[src/rtl/codec_ctl_writer.sv]
`timescale 1ns/1ps
module codec_ctl_writer #(
  parameter int DIV_W  = 8,
  parameter int RATE_W = 18,
  parameter int HI_HZ  = 108000,
  parameter int MID_HZ = 54000
) (
  input  logic              clk,
  input  logic              rst_n,
  input  logic [DIV_W-1:0]  cfg_phase,
  input  logic              wr_valid,
  input  logic [1:0]        wr_chip,
  input  logic [4:0]        wr_addr,
  input  logic [7:0]        wr_data,
  input  logic              rate_valid,
  input  logic [RATE_W-1:0] rate_hz,
  input  logic              mute_valid,
  input  logic              mute_on,
  output logic              ready,
  output logic              busy,
  output logic              err,
  output logic [1:0]        cs_n,
  output logic              sck,
  output logic              sdo
);
  localparam logic [1:0] DEV_ID  = 2'b10;
  localparam logic [4:0] FMT_REG = 5'h02;
  localparam logic [4:0] VOL_REG = 5'h03;
  localparam int         FRAME_W = 16;
  localparam int         BIT_W   = $clog2(FRAME_W);
  localparam logic [BIT_W-1:0] LAST_BIT = BIT_W'(FRAME_W - 1);

  typedef enum logic [2:0] {S_IDLE, S_SEL, S_LOW, S_DAT, S_HIGH, S_REL} st_t;
  typedef enum logic [1:0] {J_WR, J_RATE, J_MUTE} job_t;

  st_t                st;
  job_t               job;
  logic [DIV_W-1:0]   cnt;
  logic [BIT_W-1:0]   bitn;
  logic [FRAME_W-1:0] sh;
  logic               chip;
  logic [3:0]         mode;
  logic               mute_q;
  logic [7:0]         fmt_sh [2];
  logic [7:0]         vol_sh [2];
  logic [1:0]         cs_q;
  logic               sck_q, sdo_q, err_q;

  function automatic logic [3:0] rate_mode(input logic [RATE_W-1:0] r);
    if (r > RATE_W'(HI_HZ))       return 4'b1010;
    else if (r > RATE_W'(MID_HZ)) return 4'b0101;
    else                          return 4'b0000;
  endfunction

  logic       done;
  logic       go, go_chip, bad;
  logic [4:0] go_addr;
  logic [7:0] go_data;
  job_t       go_job;
  logic [3:0] m_in;

  assign done  = (cnt == '0);
  assign ready = (st == S_IDLE);
  assign busy  = !ready;
  assign err   = err_q;
  assign cs_n  = cs_q;
  assign sck   = sck_q;
  assign sdo   = sdo_q;
  assign m_in  = rate_mode(rate_hz);
  assign bad   = ready && wr_valid && (wr_chip > 2'd1);

  always_comb begin
    go      = 1'b0;
    go_chip = 1'b0;
    go_addr = '0;
    go_data = '0;
    go_job  = J_WR;
    if (ready) begin
      if (wr_valid) begin
        go      = !bad;
        go_chip = wr_chip[0];
        go_addr = wr_addr;
        go_data = wr_data;
      end else if (rate_valid && rate_hz != '0) begin
        go      = 1'b1;
        go_job  = J_RATE;
        go_addr = FMT_REG;
        go_data = {fmt_sh[0][7:4], m_in};
      end else if (mute_valid) begin
        go      = 1'b1;
        go_job  = J_MUTE;
        go_addr = VOL_REG;
        go_data = {mute_on, vol_sh[0][6:0]};
      end
    end else if (st == S_REL && done && job != J_WR && !chip) begin
      go      = 1'b1;
      go_chip = 1'b1;
      go_job  = job;
      if (job == J_RATE) begin
        go_addr = FMT_REG;
        go_data = {fmt_sh[1][7:4], mode};
      end else begin
        go_addr = VOL_REG;
        go_data = {mute_q, vol_sh[1][6:0]};
      end
    end
  end

  always_ff @(posedge clk or negedge rst_n) begin
    if (!rst_n) begin
      st     <= S_IDLE;
      job    <= J_WR;
      cnt    <= '0;
      bitn   <= '0;
      sh     <= '0;
      chip   <= 1'b0;
      mode   <= '0;
      mute_q <= 1'b0;
      fmt_sh <= '{default: '0};
      vol_sh <= '{default: '0};
      cs_q   <= 2'b11;
      sck_q  <= 1'b1;
      sdo_q  <= 1'b1;
      err_q  <= 1'b0;
    end else begin
      err_q <= bad;
      if (go) begin
        st   <= S_SEL;
        job  <= go_job;
        cnt  <= cfg_phase;
        bitn <= '0;
        sh   <= {DEV_ID, 1'b1, go_addr, go_data};
        chip <= go_chip;
        cs_q <= go_chip ? 2'b01 : 2'b10;
        if (ready && go_job == J_RATE) mode   <= m_in;
        if (ready && go_job == J_MUTE) mute_q <= mute_on;
        if (go_addr == FMT_REG) fmt_sh[go_chip] <= go_data;
        if (go_addr == VOL_REG) vol_sh[go_chip] <= go_data;
      end else if (st != S_IDLE && !done) begin
        cnt <= cnt - 1'b1;
      end else begin
        cnt <= cfg_phase;
        case (st)
          S_SEL: begin
            st    <= S_LOW;
            sck_q <= 1'b0;
          end
          S_LOW: begin
            st    <= S_DAT;
            sdo_q <= sh[FRAME_W-1];
            sh    <= sh << 1;
          end
          S_DAT: begin
            st    <= S_HIGH;
            sck_q <= 1'b1;
          end
          S_HIGH: begin
            if (bitn == LAST_BIT) begin
              st    <= S_REL;
              cs_q  <= 2'b11;
              sdo_q <= 1'b1;
            end else begin
              bitn  <= bitn + 1'b1;
              st    <= S_LOW;
              sck_q <= 1'b0;
            end
          end
          S_REL: begin
            st  <= S_IDLE;
            job <= J_WR;
          end
          default: st <= S_IDLE;
        endcase
      end
    end
  end


  sel_excl_chk: assert property (@(posedge clk) disable iff (!rst_n)
    cs_n != 2'b00);


  idle_lines_chk: assert property (@(posedge clk) disable iff (!rst_n)
    ready |-> (cs_n == 2'b11 && sck && sdo));


  busy_cover_chk: assert property (@(posedge clk) disable iff (!rst_n)
    (cs_n != 2'b11) |-> busy);


  data_hold_chk: assert property (@(posedge clk) disable iff (!rst_n)
    (cs_n != 2'b11 && $past(cs_n) != 2'b11 && sck && $past(sck)) |-> $stable(sdo));


  err_cause_chk: assert property (@(posedge clk) disable iff (!rst_n)
    err |-> $past(wr_valid && ready && wr_chip > 2'd1));


  err_quiet_chk: assert property (@(posedge clk) disable iff (!rst_n)
    err |-> (cs_n == 2'b11 && !busy));
endmodule

[config.mk]
export PLATFORM = sky130hd
export DESIGN_NAME = codec_ctl_writer
export DESIGN_NICKNAME = d
export VERILOG_FILES = /design/src/rtl/codec_ctl_writer.sv
export SDC_FILE = /design/constraint.sdc
export NUM_CORES = 1
export LEC_CHECK = 0
export BUFFER_PORTS_ARGS = -buffer_cell sky130_fd_sc_hd__buf_2
export CAP_MARGIN = 30
export CORE_UTILIZATION = 55
export CTS_BUF_LIST = sky130_fd_sc_hd__clkbuf_16
export CTS_CLUSTER_SIZE = 16
export DETAILED_ROUTE_END_ITERATION = 8
export PLACE_DENSITY = 0.78
export SLEW_MARGIN = 20
export SYNTH_ARGS = -nofsm -noshare
export SYNTH_HDL_FRONTEND = slang
export SYNTH_SLANG_ARGS = --single-unit
export TNS_END_PERCENT = 1
[constraint.sdc]
create_clock -name clk -period 2.6 [get_ports clk]
set_input_delay 0.52 -clock clk [delete_from_list [all_inputs] [get_ports clk]]
set_output_delay 0.52 -clock clk [all_outputs]
set_load 0.01 [all_outputs]
==> impl_results.rst, run 1 <==
.. list-table::
   :header-rows: 1

   * - Metric
     - Value
   * - Run status
     - complete, no violations
   * - Clock latency at the later pin of the worst-skew pair
     - 330 ps
   * - Routability-driven placement congestion ratio
     - ~0.90
   * - Top_reg_cell synth
     - dfrtp_1
   * - Clock Path Buffers
     - 2
   * - Fraction of registers with async set/reset
     - 100.0%
   * - Number of enable flip-flop cells after synthesis
     - 0
   * - Die width
     - 81.66 um
   * - Number of antenna violations at the first check in global routing
     - 0
   * - Average wire length per cell after detail routing
     - 16.80 um
   * - TritonCTS clock tree
     - yes
   * - Crit path arrival time
     - between 2000 and 3000 ps
   * - Total Routing Usage GR
     - a little over a quarter
   * - Stage delay of the slowest cell on the critical path
     - 480 ps
   * - Areal power density over the cells
     - slightly below 700 nW/um^2
   * - Layout filler cell count
     - roughly 440
   * - DP Wirelength
     - 6.007 mm
   * - Final Power
     - roughly 3.0 mW
   * - Largest delay contributor family on the critical path
     - compound AO/OA/AOI/OAI gates
   * - Largest fanout on the critical path
     - 7
   * - Leakage power summed over all cells
     - between 2 and 2.5 nW
   * - Synth unique cells
     - 73
   * - Overall via count from detail_route
     - around 3000
   * - Clock Tree Root
     - clkbuf_16
   * - Number of instances in the synthesized netlist
     - 334
   * - Critical path cell sequence
     - nor4bb_1 > a21boi_0 > a22oi_1 > a31oi_1 > nor2b_1 > buf_4 > mux2_2
   * - Synthesized cell area
     - 3490 um^2
   * - Total nets after synthesis
     - approximately 380
   * - Met2 global-route usage
     - a little under half
   * - Standard-cell row count
     - 28
   * - Portion of the clock cycle consumed by the worst path in the final layout
     - 95.35%
   * - Share of the core filled with cells
     - 72.82%
   * - Vias in the first global route
     - 2932
   * - Cell with the largest stage delay on the worst path
     - dfrtp_1
   * - DR pass1 iterations
     - 4
   * - Final Hold Violating Endpoints
     - 0
   * - TritonCTS Buffers
     - 9
   * - DP Worst Slack
     - -88.43 ps
   * - Met1 layer usage reported by global route
     - 34.05%
   * - Synth top area cells
     - dfrtp_1 (43%), mux2_2 (6.8%), nand2_1 (3.4%)
   * - #FFs+latches synth
     - 64
   * - First-pass GRT wire length
     - approximately 13 mm
   * - # Max-Cap Violations
     - 0
   * - ANT cells
     - 0
   * - Critical Path Source Type
     - flip-flop
   * - Max IR drop VDD
     - roughly 0.46 mV
   * - Post-layout min period
     - roughly 2500 ps
   * - Setup Viol. Count Final
     - 0
   * - Number of DRC markers after the initial detailed-route iteration
     - 276
   * - WP data required
     - 2820 ps
   * - Max-Slew Margin vs Limit
     - roughly 49%
   * - Type of the worst setup path
     - flip-flop to flip-flop
   * - Clock Sinks
     - 64
   * - Synth Area per Inst
     - 10.45 um^2
   * - Count of hold buffers inserted by post-cts repair
     - 0
   * - Yosys top cell by area
     - dfrtp_1
   * - CTS clk-pin slew, worst paths
     - 60 ps
   * - Die area
     - 6668 um^2
   * - Via-per-instance ratio
     - 5.986
   * - Final Slew Violations
     - 0
   * - Path class of the lowest-slack min-delay path
     - input pin to asynchronous set/reset pin
   * - Actual transition at the worst max-transition pin
     - 763.0 ps
   * - Seq/Total Area, Yosys
     - between 40% and 50%
   * - Achievable frequency
     - 403.4 MHz
   * - Detailed Route WL
     - about 8.4 mm
   * - Final Net Count
     - 471
   * - Proportion of netlist area held by the largest area contributor
     - 43.03%
   * - Count of pins on the block boundary
     - 54
   * - Category of the worst setup path capture point
     - flip-flop
   * - Post-route worst setup slack
     - 120.9 ps
   * - Most utilized layer in the global route result
     - met2
   * - Ys Warns
     - 0
   * - GRT Residual Overflow
     - 0
   * - Remaining design rule violation count
     - 0
   * - Area after DPL
     - approximately 4000 um^2
   * - Relative area change from synthesis to final layout
     - 25.74%
   * - Sequential standard cell area
     - 1607 um^2
   * - RSZ-0062 raised after global routing
     - no
   * - Starting density of the core
     - 57.91%
   * - Worst Path Buf+Inv
     - 1
   * - Global Route met3 Usage
     - 4.444%
   * - Final std cell area, no fill
     - 4388 um^2
   * - Area used by multi-input combinational logic
     - roughly 1800 um^2
   * - Fraction of final layout cells sized beyond drive strength 1
     - 36.07%
   * - Maximum number of pins on one net before global-route repair
     - 39
   * - Largest clock skew in the final design
     - 7.104 ps
   * - Overall die height
     - about 80 um
   * - Detail Route Antenna Nets
     - 0
   * - Total core area
     - approximately 6000 um^2
   * - PortBufs
     - 53
   * - Number of H-tree levels
     - 3
## final cells by class
cell class,count,area share (%)
Multi-Input combinational cell,245,40.15
Inverter,13,1.112
Timing Repair Buffer,89,12.49
Tap cell,75,2.139
Sequential cell,64,36.61
Clock buffer,9,5.133
Clock inverter,7,2.367
## stage by stage
| step | cells | setup TNS, ps | hold WS, ps |
|---|---|---|---|
| after floorplan | 334 | 0 | 224.4 |
| after global placement | 486 | -854.7 | 464.2 |
| after global routing | 502 | 0 | 255.3 |
| after CTS | 502 | 0 | 226.5 |
| final | 502 | 0 | 207.4 |
| after detailed placement | 486 | -1552 | 481.5 |
## where the power goes
group,internal [mW],switching (mW),total [mW]
combinational,0.216,0.241,0.457
sequential,1.11,0.0835,1.19
clock,0.850,0.476,1.33
## logic make-up after synthesis
group	after synthesis	synth area share (%)
flip-flops	64	46.04
AND/OR/NAND/NOR	114	19.04
buffers and inverters	25	3.514
multiplexers	32	10.08
adder cells (fa/ha/maj)	2	0.7170
XOR/XNOR	7	1.757
AO/OA/AOI/OAI	90	18.86
## registers in the layout (all words and copies together), names as in the netlist
signal	count
sh	16
sck	1
mute_q	1
chip	1
st	3
err	1
fmt_sh	8
job	2
mode	2
bitn	4
cs_n	2
vol_sh	14
cnt	8
sdo	1
## Yosys cell counts, types with 2 or more instances
library cell	instances
dfrtp_1	60
nand2_1	32
o21ai_0	23
mux2_2	21
nor2_1	19
a21oi_1	15
inv_1	13
mux2i_1	10
nand3_1	7
nor2b_1	7
a221o_1	5
buf_2	5
nor3_1	5
a31oi_1	4
dfstp_2	4
nand2b_1	4
nor4_1	4
or3_1	4
xnor2_1	4
a21boi_0	3
a21o_1	3
a22o_1	3
a22oi_1	3
and2_1	3
clkbuf_1	3
nand4_1	3
nor3b_1	3
o31ai_1	3
o41ai_1	3
xor2_1	3
a2111o_1	2
a211oi_1	2
a222oi_1	2
and3_1	2
and3_2	2
buf_4	2
buf_6	2
ha_1	2
o211a_1	2
o21bai_1	2
o22ai_1	2
or4_4	2
## cells in the final DEF (no fill, tap or decap), types with 9 or more instances in the layout
master	count
clkbuf_16	9
inv_1	13
mux2_2	21
buf_2	53
nand2_1	32
mux2i_1	10
buf_4	35
o21ai_0	23
nor2_1	19
a21oi_1	15
dfrtp_1	60
## worst paths after layout
check / start / slack [ps] / depth (start not counted) / to
min reg2reg: sh[10] / 490 / 2 / sh[10]
min: rst_n / 210 / 1 / st[0]
max in group asynchronous: rst_n / 1770 / 2 / sh[3]
max: st[2] / 120 / 7 / vol_sh[4]
min in group clk: cfg_phase[0] / 390 / 3 / cnt[0]
max reg2reg: st[2] / 120 / 7 / vol_sh[4]
## routing by layer
layer | up-vias | share of wire, %
li1 | 1422 | -
met1 | 1471 | 43
met2 | 95 | 49
met3 | 17 | 6.3
met4 | 0 | 2.2
met5 | - | 0
## worst register-to-register path, stage by stage, from the launching register on
cell      delay (ps)
dfrtp_1          480
nor4bb_1         450
a21boi_0         360
a22oi_1          150
a31oi_1          230
nor2b_1          160
buf_4            180
mux2_2           350
## repair_timing
action,4_1_cts,5_1_grt
gates resized for setup,0,1
endpoints found under the setup margin,0,3
setup buffers,0,0
(Power assumes the default switching activity.)
==> run 2, diff against run 1 <==
--- a/config.mk
+++ b/config.mk
@@ -10,3 +10,3 @@
 export CORE_UTILIZATION = 55
-export CTS_BUF_LIST = sky130_fd_sc_hd__clkbuf_16
+export CTS_BUF_LIST = sky130_fd_sc_hd__clkbuf_8
 export CTS_CLUSTER_SIZE = 16
==> constraint.sdc (replaced) <==
create_clock -name clk -period 2.6 [get_ports clk]
set_input_delay 0.65 -clock clk [delete_from_list [all_inputs] [get_ports clk]]
set_output_delay 0.65 -clock clk [all_outputs]
set_load 0.01 [all_outputs]
==> run 2 against run 1 <==
Net effect:
- clock skew shrank 2.4 ps
- first-iteration DRC count shrank 1.8%
- sequential power is essentially flat
- worst setup slack lost 16 ps
- global-route usage grew 0.49 points
- final area shrank 1.2%
- non-clock buffer count grew 9
- critical path type is now input pin to flip-flop
==> impl_results.rst, run 2 (synthesis results as in run 1) <==
.. list-table::
   :header-rows: 1

   * - Metric
     - Value
   * - Die width
     - 81.66 um (unchanged)
   * - Max IR drop VDD
     - 0.3884 mV (-15%)
   * - Number of H-tree levels
     - 3 (unchanged)
   * - Final Slew Violations
     - 0 (unchanged)
   * - Vias in the first global route
     - 2979 (+1.6%)
   * - Count of pins on the block boundary
     - 54 (unchanged)
   * - Post-CTS setup buffer count
     - 0 (unchanged)
   * - Actual transition at the worst max-transition pin
     - 512.0 ps (-251.1 ps)
   * - GRT Residual Overflow
     - 0 (unchanged)
   * - Leading registers by flop count
     - sh x16, vol_sh x14
   * - Average wire length per cell after detail routing
     - 17.00 um (+1.2%)
   * - CTS clk-pin slew, worst paths
     - 80 ps (+20 ps)
   * - Max-Slew Margin vs Limit
     - 65.56% (+17 points)
   * - Reg-to-reg slack, setup
     - 140 ps (+20 ps)
   * - Achievable frequency
     - 400.9 MHz (-0.62%)
   * - TritonCTS Buffers
     - 9 (unchanged)
   * - Clock latency at the later pin of the worst-skew pair
     - 350 ps (+20 ps)
   * - RR Startpoint
     - st[2]
   * - Starting density of the core
     - 57.91% (unchanged)
   * - RSZ-0062 raised after global routing
     - no
   * - Met2 routed wirelength
     - 4.197 mm (+2.1%)
   * - Amount of wire on met3 after detailed routing
     - 578 um (+8.4%)
   * - Total core area
     - 6026 um^2 (unchanged)
   * - Detailed Route WL
     - 8.687 mm (+3.0%)
   * - Clock Path Buffers
     - 2 (unchanged)
   * - Leakage power summed over all cells
     - 2.008 nW (-1.0%)
   * - Final Net Count
     - 480 (+1.9%)
   * - Commonest cells after routing, fill and taps aside
     - dfrtp_1 (60), buf_2 (53), buf_4 (44)
   * - Category of the worst setup path capture point
     - flip-flop
   * - Remaining design rule violation count
     - 0 (unchanged)
   * - Die area
     - 6668 um^2 (unchanged)
   * - Post-cts sizing count
     - 0 (unchanged)
   * - Largest clock skew in the final design
     - 4.695 ps (-2.409 ps)
   * - Setup Viol. Count Final
     - 0 (unchanged)
   * - Routability-driven placement congestion ratio
     - 0.8872 (-1.0%)
   * - Hold slack final
     - 304.2 ps (+96.81 ps)
   * - Standard-cell row count
     - 28 (unchanged)
   * - First-pass GRT wire length
     - 13.70 mm (+2.0%)
   * - Final Hold Violating Endpoints
     - 0 (unchanged)
   * - Detail Route Antenna Nets
     - 0 (unchanged)
   * - Critical Path Source Type
     - input pin
   * - Largest reg by FF count
     - sh
   * - Portion of the clock cycle consumed by the worst path in the final layout
     - 95.95% (+0.60 points)
   * - Number of antenna violations at the first check in global routing
     - 0 (unchanged)
   * - Type of the worst setup path
     - input pin to flip-flop
   * - Stage delay of the slowest cell on the critical path
     - 550 ps (+70 ps)
   * - Clock Sinks
     - 64 (unchanged)
   * - PortBufs
     - 53 (unchanged)
   * - Cell with the largest stage delay on the worst path
     - or4_4
   * - Run status
     - complete, no violations
   * - # Max-Cap Violations
     - 0 (unchanged)
   * - Number of DRC markers after the initial detailed-route iteration
     - 271 (-1.8%)
   * - Path class of the lowest-slack min-delay path
     - input pin to asynchronous set/reset pin
   * - Critical path's most frequent cell
     - a221o_1
   * - Capture instance of the worst register-to-register path
     - vol_sh[2]
   * - Top layer used by detailed routing
     - met4
   * - Fraction of final layout cells sized beyond drive strength 1
     - 37.39% (+1.3 points)
   * - Overall die height
     - 81.66 um (unchanged)
   * - Via-per-instance ratio
     - 6.068 (+1.4%)
   * - Routed metal-1 wire length
     - 3.670 mm (+1.9%)
   * - Number of flip-flops under the largest register name
     - 16 (unchanged)
   * - Count of hold buffers inserted by post-cts repair
     - 0 (unchanged)
   * - Relative area change from synthesis to final layout
     - 24.20%
   * - Maximum number of pins on one net before global-route repair
     - 65 (+67%)
   * - Clock Tree Root
     - clkbuf_8
   * - DP Wirelength
     - 6.236 mm (+3.8%)
   * - TritonCTS clock tree
     - yes
   * - Areal power density over the cells
     - 587.2 nW/um^2 (-13%)
   * - Most common library cell in the layout ignoring fill and taps
     - dfrtp_1
   * - Critical path cell sequence
     - buf_2 > or4_4 > nor4b_4 > a21bo_4 > nor3_2 > a221o_1 > a221o_1
   * - Crit path arrival time
     - 2730 ps (+30 ps)
   * - Cells on worst reg2reg path
     - 10 (+3)
   * - Largest fanout on the critical path
     - 5 (-2)
   * - Final Power
     - 2.545 mW (-14%)
   * - WP data required
     - 2840 ps (+20 ps)
   * - DR pass1 iterations
     - 5 (+1)
   * - Overall via count from detail_route
     - 3101 (+3.2%)
   * - Total Routing Usage GR
     - 27.99% (+0.49 points)
   * - ANT cells
     - 0 (unchanged)
   * - Post-layout min period
     - 2495 ps (+15.53 ps)
==> run 2: cell types whose count changed in the layout (fill, tap and decap cells not counted) <==
cell        previous run  this run
nor4bb_2               0         1
clkbuf_8               0         9
buf_4                 35        44
a21o_1                 2         3
a21o_2                 2         1
clkinvlp_4             0         3
nor4bb_1               1         0
clkinv_4               3         1
bufinv_16              2         1
a21boi_0               3         2
clkbuf_16              9         0
a21boi_1               0         1
==> run 2: worst max-delay path by stage <==
stage                start        end  slack (ps)  cells after the start
2_1_floorplan  rate_hz[10]  vol_sh[0]          20                      7
3_3_place_gp   rate_hz[10]  vol_sh[9]        -190                      7
3_5_place_dp   rate_hz[10]      sh[5]        -260                      7
4_1_cts              st[0]  vol_sh[2]          90                      7
5_1_grt             cnt[0]  vol_sh[3]          20                      9
6_report       rate_hz[10]      sh[5]         110                      7
==> run 2: area by class of cell <==
cell class / instances / area, um^2
multi-input combinational: 245 / 1767
fill: 480 / 1692
sequential: 64 / 1607
timing repair buffer: 98 / 615.6
clock buffer: 9 / 123.9
tap: 75 / 93.84
clock inverter: 7 / 78.83
inverter: 13 / 48.80
==> run 2: critical path: cells and delay by family <==
family | cells | cell delay, ps
AO/OA/AOI/OAI | 3 | 980
buffers and inverters | 1 | 110
AND/OR/NAND/NOR | 3 | 990
==> run 2: power by group <==
group,leakage (nW),internal [mW],switching [mW]
combinational,1.12,0.227,0.249
sequential,0.797,1.10,0.0848
clock,0.0925,0.450,0.430
total,2.01,1.78,0.763
==> run 2: through the flow <==
| step | setup TNS, ps | instances | utilization [%] | worst slack (ps) | area (um^2) |
|---|---|---|---|---|---|
| 2_1_floorplan | 0 | 334 | - | 20.99 | 3490 |
| 3_3_place_gp | -4801 | 495 | 68.46 | -191.1 | 4125 |
| 3_5_place_dp | -6489 | 495 | 68.46 | -256.8 | 4125 |
| 4_1_cts | 0 | 511 | 71.82 | 87.12 | 4328 |
| 5_1_grt | 0 | 511 | 71.93 | 21.31 | 4334 |
| 6_report | 0 | 511 | 71.93 | 105.4 | 4334 |
==> run 2: layer usage <==
metal	track usage (%)	vias to the layer above
met1	34.01	1520
met4	12.81	0
met2	46.08	122
met5	0	-
met3	8.000	25
li1	-	1434
==> run 3, diff against run 2 <==
--- a/constraint.sdc
+++ b/constraint.sdc
@@ -3,2 +3,2 @@
 set_output_delay 0.65 -clock clk [all_outputs]
-set_load 0.01 [all_outputs]
+set_load 0.1 [all_outputs]
==> run 3 against run 2 <==
Net effect:
- clock power up 4.5%
- final cell count down 0.98%
- critical endpoint is now fmt_sh[14]
- register-to-register slack worse by 50 ps
- global-route usage down 1.3 points
- worst setup slack worse by 13 ps
- clock-buffer cell count unchanged
- via count down 4.5%
- sequential power about the same
- critical path type is now flip-flop to flip-flop
- die area unchanged
- core utilization up 0.25 points
==> impl_results.rst, run 3 (synthesis results as in run 1) <==
.. list-table::
   :header-rows: 1

   * - Metric
     - Value
   * - Run status
     - complete, no violations
   * - DP Wirelength
     - 6.117 mm (-1.9%)
   * - Post-layout min period
     - 2507 ps (+12.69 ps)
   * - Critical Path Source Type
     - flip-flop
   * - PortBufs
     - 53 (unchanged)
   * - ANT cells
     - 0 (unchanged)
   * - Via-per-instance ratio
     - 5.856 (-3.5%)
   * - Areal power density over the cells
     - 616.9 nW/um^2 (+5.0%)
   * - Largest clock skew in the final design
     - 14.28 ps (+9.589 ps)
   * - Overall die height
     - 81.66 um (unchanged)
   * - Cells on worst reg2reg path
     - 9 (-1)
   * - Maximum number of pins on one net before global-route repair
     - 65 (unchanged)
   * - Starting density of the core
     - 57.91% (unchanged)
   * - Largest reg by FF count
     - sh
   * - TritonCTS Buffers
     - 9 (unchanged)
   * - Total Routing Usage GR
     - 26.69% (-1.3 points)
   * - Fraction of final layout cells sized beyond drive strength 1
     - 37.59% (+0.20 points)
   * - Overall via count from detail_route
     - 2963 (-4.5%)
   * - Actual transition at the worst max-transition pin
     - 652.1 ps (+140.2 ps)
   * - Remaining design rule violation count
     - 0 (unchanged)
   * - Number of antenna violations at the first check in global routing
     - 0 (unchanged)
   * - Layout filler cell count
     - 441 (-8.1%)
   * - Average wire length per cell after detail routing
     - 16.66 um (-2.0%)
   * - Clock Path Buffers
     - 2 (unchanged)
   * - Detail Route Antenna Nets
     - 0 (unchanged)
   * - Category of the worst setup path capture point
     - flip-flop
   * - Share of the core filled with cells
     - 72.18% (+0.25 points)
   * - Die area
     - 6668 um^2 (unchanged)
   * - GRT Residual Overflow
     - 0 (unchanged)
   * - Final Hold Violating Endpoints
     - 0 (unchanged)
   * - Vias in the first global route
     - 2837 (-4.8%)
   * - Relative area change from synthesis to final layout
     - 24.63%
   * - Number of flip-flops under the largest register name
     - 16 (unchanged)
   * - Max-Slew Margin vs Limit
     - 56.14% (-9.4 points)
   * - Crit path arrival time
     - 2730 ps (about the same)
   * - Total core area
     - 6026 um^2 (unchanged)
   * - RSZ-0062 raised after global routing
     - no
   * - WP data required
     - 2830 ps (about the same)
   * - Final Slew Violations
     - 0 (unchanged)
   * - Type of the worst setup path
     - flip-flop to flip-flop
   * - Portion of the clock cycle consumed by the worst path in the final layout
     - 96.44% (+0.49 points)
   * - Clock latency at the later pin of the worst-skew pair
     - 350 ps (about the same)
   * - Reg-to-reg slack, setup
     - 90 ps (-50 ps)
   * - Number of DRC markers after the initial detailed-route iteration
     - 269 (-0.74%)
   * - CTS clk-pin slew, worst paths
     - 80 ps (about the same)
   * - Commonest cells after routing, fill and taps aside
     - dfrtp_1 (59), buf_2 (53), buf_4 (37)
   * - Number of H-tree levels
     - 3 (unchanged)
   * - Capture instance of the worst register-to-register path
     - fmt_sh[14]
   * - First-pass GRT wire length
     - 13.14 mm (-4.1%)
   * - Largest fanout on the critical path
     - 5 (unchanged)
   * - Final Power
     - 2.683 mW (+5.4%)
   * - Leakage power summed over all cells
     - 2.011 nW (+0.15%)
   * - Path class of the lowest-slack min-delay path
     - input pin to asynchronous set/reset pin
   * - Standard-cell row count
     - 28 (unchanged)
   * - Leading registers by flop count
     - sh x16, vol_sh x14
   * - Most common library cell in the layout ignoring fill and taps
     - dfrtp_1
   * - Post-CTS setup buffer count
     - 0 (unchanged)
   * - DR pass1 iterations
     - 5 (unchanged)
   * - Die width
     - 81.66 um (unchanged)
   * - TritonCTS clock tree
     - yes
   * - Detailed Route WL
     - 8.431 mm (-2.9%)
   * - RR Startpoint
     - cnt[0]
   * - Clock Tree Root
     - clkbuf_8
   * - Final Net Count
     - 475 (-1.0%)
   * - # Max-Cap Violations
     - 0 (unchanged)
   * - Count of pins on the block boundary
     - 54 (unchanged)
   * - Max IR drop VDD
     - 0.3699 mV (-4.8%)
   * - Routability-driven placement congestion ratio
     - 0.8278 (-6.7%)
   * - Clock Sinks
     - 64 (unchanged)
   * - Achievable frequency
     - 398.8 MHz (-0.51%)
   * - Capturing element of the worst setup path
     - fmt_sh[14]
   * - Worst setup path startpoint
     - cnt[0]
   * - Setup Viol. Count Final
     - 0 (unchanged)
-- run 3: final cells by class --
type / instances / area (um^2) / area share (%)
Clock buffer: 9 / 123.9 / 2.848
Clock inverter: 7 / 87.58 / 2.014
Inverter: 13 / 52.55 / 1.208
Multi-Input combinational cell: 245 / 1789 / 41.14
Sequential cell: 64 / 1608 / 36.97
Tap cell: 75 / 93.84 / 2.158
Timing Repair Buffer: 93 / 594.3 / 13.67
-- run 3: worst min-delay path by stage --
stage / startpoint / to / slack [ps] / cells past startpoint
after CTS: rst_n / st[2] / 320 / 2
after detailed placement: mode[1] / mode[1] / 470 / 1
final: rst_n / cnt[0] / 300 / 2
after floorplan: rst_n / bitn[0] / 350 / 0
after global routing: rst_n / cnt[0] / 350 / 2
after global placement: sh[11] / sh[12] / 460 / 2
-- run 3: timing repair --
| action | CTS | global route |
|---|---|---|
| hold buffers | 0 | 0 |
| setup endpoints to repair | 0 | 17 |
| resized for setup | 0 | 4 |
-- run 3: per-stage QoR --
| stage | area, um^2 | worst slack [ps] | cells | setup TNS (ps) | hold WS (ps) |
|---|---|---|---|---|---|
| floorplan | 3511 | -166.5 | 334 | -1980 | 354.4 |
| global placement | 4121 | -188.5 | 490 | -4246 | 464.9 |
| detailed placement | 4121 | -227.4 | 490 | -5659 | 474.6 |
| CTS | 4333 | 99.98 | 506 | 0 | 317.3 |
| global route | 4349 | 12.48 | 506 | 0 | 353.6 |
| finish | 4349 | 92.67 | 506 | 0 | 296.6 |
-- run 3: power by group --
part | switching, mW | total [mW] | internal, mW
Clock | 0.388 | 0.920 | 0.533
Combinational | 0.340 | 0.570 | 0.230
Sequential | 0.0871 | 1.19 | 1.11
Total | 0.815 | 2.68 | 1.87
-- run 3: metal layers --
layer / GRT usage (%) / vias up / share of wire [%]
li1: - / 1431 / -
met1: 33.82 / 1423 / 44
met2: 43.33 / 99 / 48
met3: 6.778 / 10 / 6.2
met4: 11.40 / 0 / 1.6
met5: 0 / - / 0
-- run 3: critical path, stage by stage, from the launching register on --
cell and delay (ps):
dfrtp_1 370, inv_1 70, ha_1 230, nor4b_2 170
and2_1 210, and3_2 260, a221oi_4 320, buf_6 170
nor2b_4 220, mux2_2 360
